--- config.mk ---
export PLATFORM = sky130hd
export DESIGN_NAME = head_pos_ctrl
export DESIGN_NICKNAME = d
export VERILOG_FILES = /design/src/rtl/head_pos_ctrl.sv
export SDC_FILE = /design/constraint.sdc
export NUM_CORES = 1
export LEC_CHECK = 0
export BUFFER_PORTS_ARGS = -buffer_cell sky130_fd_sc_hd__buf_2
export CORE_ASPECT_RATIO = 0.9
export CORE_MARGIN = 2
export CORE_UTILIZATION = 49
export CTS_CLUSTER_SIZE = 30
export DETAILED_ROUTE_END_ITERATION = 7
export PLACE_DENSITY = 0.76
export SYNTH_ARGS = -nofsm -noshare
export SYNTH_HDL_FRONTEND = slang
export SYNTH_SLANG_ARGS = --single-unit
--- constraint.sdc ---
create_clock -name clk -period 2.85 [get_ports clk]
set_input_delay 0.1425 -clock clk [delete_from_list [all_inputs] [get_ports clk]]
set_output_delay 0.1425 -clock clk [all_outputs]
set_load 0.01 [all_outputs]
--- src/rtl/head_pos_ctrl.sv ---
module head_pos_ctrl #(
  parameter int CYL_W        = 16,
  parameter int CYL_MAX0     = 12,
  parameter int CYL_MAX1     = 5,
  parameter bit DRV0_PRESENT = 1'b1,
  parameter bit DRV1_PRESENT = 1'b1,
  parameter int IDX_RELOAD   = 10
) (
  input  logic             clk,
  input  logic             rst_n,
  input  logic             wr_en,
  input  logic             rd_en,
  input  logic [1:0]       addr,
  input  logic [15:0]      wdata,
  output logic [15:0]      rdata,
  output logic [CYL_W-1:0] cyl0,
  output logic [CYL_W-1:0] cyl1,
  output logic [2:0]       head_sel,
  output logic             drive_sel
);
  localparam int IDX_W = $clog2(IDX_RELOAD + 1);
  localparam logic [1:0] W_DIR = 2'd0, W_IDX = 2'd1, W_HEAD = 2'd2, W_CTRL = 2'd3;
  localparam logic [1:0] R_STAT1 = 2'd0, R_STAT2 = 2'd1;

  logic             step_q, dir_q, drive_q;
  logic [2:0]       head_q;
  logic [IDX_W-1:0] idx_cnt;
  logic [CYL_W-1:0] cyl_q [2];

  wire step_fire = wr_en && addr == W_CTRL && wdata[0] && !step_q;
  wire stat1_rd  = rd_en && addr == R_STAT1;

  always_ff @(posedge clk) begin
    if (!rst_n) begin
      step_q  <= 1'b0;
      dir_q   <= 1'b0;
      drive_q <= 1'b0;
      head_q  <= '0;
      idx_cnt <= IDX_W'(IDX_RELOAD);
    end else begin
      if (wr_en && addr == W_DIR) dir_q <= wdata[7];
      if (wr_en && addr == W_HEAD) head_q <= wdata[2:0];
      if (wr_en && addr == W_CTRL) begin
        step_q  <= wdata[0];
        drive_q <= wdata[3];
      end
      if (wr_en && addr == W_IDX) idx_cnt <= IDX_W'(IDX_RELOAD);
      else if (stat1_rd && idx_cnt != '0) idx_cnt <= idx_cnt - 1'b1;
    end
  end

  for (genvar g = 0; g < 2; g++) begin : g_drv
    localparam int LIM = (g == 0) ? CYL_MAX0 : CYL_MAX1;
    localparam bit PRESENT = (g == 0) ? DRV0_PRESENT : DRV1_PRESENT;
    wire hit = step_fire && drive_q == 1'(g) && PRESENT;

    always_ff @(posedge clk) begin
      if (!rst_n) cyl_q[g] <= '0;
      else if (hit) begin
        if (dir_q && cyl_q[g] < CYL_W'(LIM)) cyl_q[g] <= cyl_q[g] + 1'b1;
        else if (!dir_q && cyl_q[g] != '0) cyl_q[g] <= cyl_q[g] - 1'b1;
      end
    end

    assert_cyl_clamp_R4: assert property (@(posedge clk) disable iff (!rst_n)
      cyl_q[g] <= CYL_W'(LIM));
    assert_step_only_R3: assert property (@(posedge clk) disable iff (!rst_n)
      !(step_fire && drive_q == 1'(g)) |=> $stable(cyl_q[g]));
    assert_step_up_R2: assert property (@(posedge clk) disable iff (!rst_n)
      (step_fire && drive_q == 1'(g) && dir_q && PRESENT && cyl_q[g] < CYL_W'(LIM))
        |=> cyl_q[g] == $past(cyl_q[g]) + 1'b1);
    if (!PRESENT) begin : g_absent
      assert_absent_R5: assert property (@(posedge clk) disable iff (!rst_n)
        cyl_q[g] == '0);
    end
  end

  assert_head_hold_R7: assert property (@(posedge clk) disable iff (!rst_n)
    !(wr_en && addr == W_HEAD) |=> $stable(head_q));
  assert_idx_reload_R8: assert property (@(posedge clk) disable iff (!rst_n)
    (wr_en && addr == W_IDX) |=> idx_cnt == IDX_W'(IDX_RELOAD));

  always_comb begin
    case (addr)
      R_STAT1: rdata = {idx_cnt == '0, 11'b0, drive_q, head_q};
      R_STAT2: rdata = 16'(cyl_q[drive_q]);
      default: rdata = '0;
    endcase
  end

  assign cyl0      = cyl_q[0];
  assign cyl1      = cyl_q[1];
  assign head_sel  = head_q;
  assign drive_sel = drive_q;
endmodule

==> results.toml <==
[outcome]
outcome = "finished, violations left"
violations = "setup timing"

[cells_and_area]
nFillCells = 437
multi_input_comb_area_sq_um = 2050
antenna_cells = 0
final_nets = 488
post-route-cell-area_sq_um = 4290
drive_above_1_share_pct = 39.7
layoutNonFillerInstCount = 535
postLayoutCoreUtil_pct = 70.1
syn_to_final_growth_pct = 38.7
seq_area_sq_um = 1180

[sta]
clock_skew_ns = 0.0132
slew_viol_final = 0
finalWorstSetupSlack_ns = -0.118
finalSetupViolCount = 6
tightest_slew_ns = 0.546
tns_ns = -0.494
hold_viol_final = 0
rsz0062_at_grt = "yes"
max_clock_freq_mhz = 337
max_slew_margin_pct = 63.3
period_share_pct = 104
finalCriticalPeriod_ns = 2.97

[routing]
wl_per_cell_um = 18.0
drc = 0
antenna_left = 0
route.final.wire_length_mm = 9.63
dr.pass1.iters = 8
vias = 3088
viasPerCell = 5.77
drtIter0Drc = 222

[yosys]
syn_inst = 328
yosys_warnings = 0
synth-edff-count = 32
yosys-top-cells-area = "edfxtp_1, ha_1, dfxtp_1, mux2i_1, nor2_1"
synth_top_area_cell = "edfxtp_1"
synth_common_cells = "nor2_1, edfxtp_1, mux2i_1"
synth_nets = 369
syn-cell-area_sq_um = 3090
ys_types = 53
synth_seq_area_share_pct = 38.2
yosysTopAreaCellShare_pct = 31.1
ys_ff_latch = 43
yosys.cell_count.top_type = "nor2_1"
syn-mean-instance-area_sq_um = 9.43
synth_flop_cell = "edfxtp_1"
async_flop_share_pct = 0

[power]
leakagePower_nw = 1.86
cellPowerDensity_nw_per_um2 = 332
irDropWorstVdd_v = 0.000237

[global_route]
grtUsageTotal_pct = 27.8
antenna_found_initial = 0
first_global_vias = 2941
gr-total-overflow = 0
grt_max_degree = 17
grt_first_pass_wirelength_mm = 14.9

[setup_path]
required_ns = 2.90
worstSetupStartpoint = "cyl_q[1][9]"
end_kind = "flop"
crit_type = "flop to flop"
cp.arrival_ns = 3.02
start_kind = "flop"
crit_fanout = 6
r2r-start = "cyl_q[1][9]"

[floorplanning]
io_pins = 74
initial_utilization_pct = 50.6
die_area_sq_um = 6960
core.rowCount = 27
die_h_um = 79.4
core-area_sq_um = 6110
die_x_um = 87.7

[clock_network]
clock_sinks = 43
cts_tree = "yes"
numCtsBuffers = 5
hold_buffers = 0
path_clk_slew_ns = 0.10
cts_root_buf = "clkbuf_8"
cts_max_level = 2
clk_path_buf_depth = 2
clk_latency_ns = 0.30

[place]
routabilityCongestion = 0.956
hpwl_mm = 6.72
io_buffers = 62
dpl-instance-area_sq_um = 3910
dp.cells = 523

[run]
cap_violations = 0

[worst_hold_path]
hold_path_startpoint = "wdata[7]"
hp-class = "primary input to flop"
-- cell type report --
| class | count | area share (%) |
|---|---|---|
| Multi-Input combinational cell | 263 | 47.7 |
| Sequential cell | 43 | 27.5 |
| Timing Repair Buffer | 123 | 18.7 |
| Tap cell | 87 | 2.54 |
| Clock buffer | 6 | 2.19 |
| Inverter | 11 | 1.02 |
| Clock inverter | 2 | 0.321 |
-- repair_timing --
item / 4_1_cts / 5_1_grt
pin swaps: 16 / 13
setup endpoints to repair: 8 / 11
gates resized for setup: 30 / 13
setup buffers: 2 / 1
gates cloned: 1 / 0
-- worst paths after layout --
| check | endpoint | cells past startpoint | slack [ns] |
|---|---|---|---|
| hold / removal | dir_q | 3 | 0.10 |
| hold reg to reg | idx_cnt[3] | 2 | 0.52 |
| setup reg to reg | cyl_q[1][9] | 11 | -0.12 |
| setup / recovery | cyl_q[1][9] | 11 | -0.12 |
-- worst max-delay path, cell delays in order (launching register included) --
cell	delay (ns)
edfxtp_1	0.42
nor4_2	0.32
nand4_1	0.20
o21ai_2	0.23
inv_4	0.12
ha_1	0.33
a21o_1	0.22
a211oi_2	0.31
buf_4	0.17
o21ai_0	0.10
xnor2_1	0.20
nor2_1	0.09
-- cells by family after synthesis --
| group | share of synthesized area [%] |
|---|---|
| multiplexers | 7.49 |
| buffers and inverters | 3.20 |
| AND/OR/NAND/NOR | 21.4 |
| adder cells (fa/ha/maj) | 7.93 |
| AO/OA/AOI/OAI | 15.0 |
| XOR/XNOR | 6.80 |
| flip-flops | 38.2 |
-- report_power, final --
group / internal (mW) / leakage (nW) / total, mW / switching [mW]
clock network: 0.226 / 0.0563 / 0.457 / 0.231
logic: 0.108 / 1.38 / 0.240 / 0.132
registers: 0.695 / 0.420 / 0.725 / 0.0299
total: 1.03 / 1.86 / 1.42 / 0.393
-- registers in the layout (all words and copies together) (netlist names), named ones only --
register,count
head_sel,3
cyl_q,32
dir_q,1
drive_sel,1
step_q,1
idx_cnt,4
-- through the flow --
| stage | hold WS (ns) | setup WS, ns | power [mW] |
|---|---|---|---|
| floorplan | 0.299 | -0.0247 | 0.855 |
| global placement | 0.400 | -0.0418 | 0.952 |
| detailed placement | 0.420 | -0.136 | 0.959 |
| CTS | 0.0986 | -0.0320 | 1.41 |
| global route | 0.106 | -0.263 | 1.46 |
| finish | 0.101 | -0.118 | 1.42 |
-- layout by cell type (no fill, tap or decap), types with 4 or more instances in the layout --
master | Yosys | final
xnor2_1 | 16 | 15
or3_1 | 5 | 5
nand4_1 | 4 | 4
ha_1 | 18 | 9
a21o_1 | 11 | 11
buf_4 | 1 | 59
nor3_1 | 5 | 5
edfxtp_1 | 32 | 32
nand2b_1 | 4 | 4
nand3_1 | 5 | 5
nor4_1 | 6 | 4
clkbuf_8 | 0 | 5
xor2_1 | 8 | 8
nor2b_1 | 9 | 8
a21oi_1 | 16 | 12
a211oi_1 | 8 | 5
buf_2 | 4 | 62
a21oi_2 | 0 | 4
nor2_1 | 50 | 50
dfxtp_1 | 11 | 11
ha_4 | 0 | 7
inv_1 | 10 | 9
nand2_1 | 18 | 17
o211ai_1 | 4 | 4
mux2i_1 | 22 | 22
o21ai_0 | 9 | 5
o21a_1 | 4 | 4
-- routing by layer --
layer  GRT usage [%]  up-vias  share of wire (%)
met3            5.82       20                7.0
met5               0        -                  0
met2            46.9      137                 48
li1                -     1442                  -
met1            36.5     1489                 43
met4            6.62        0                1.9
(Power assumes the default switching activity.)
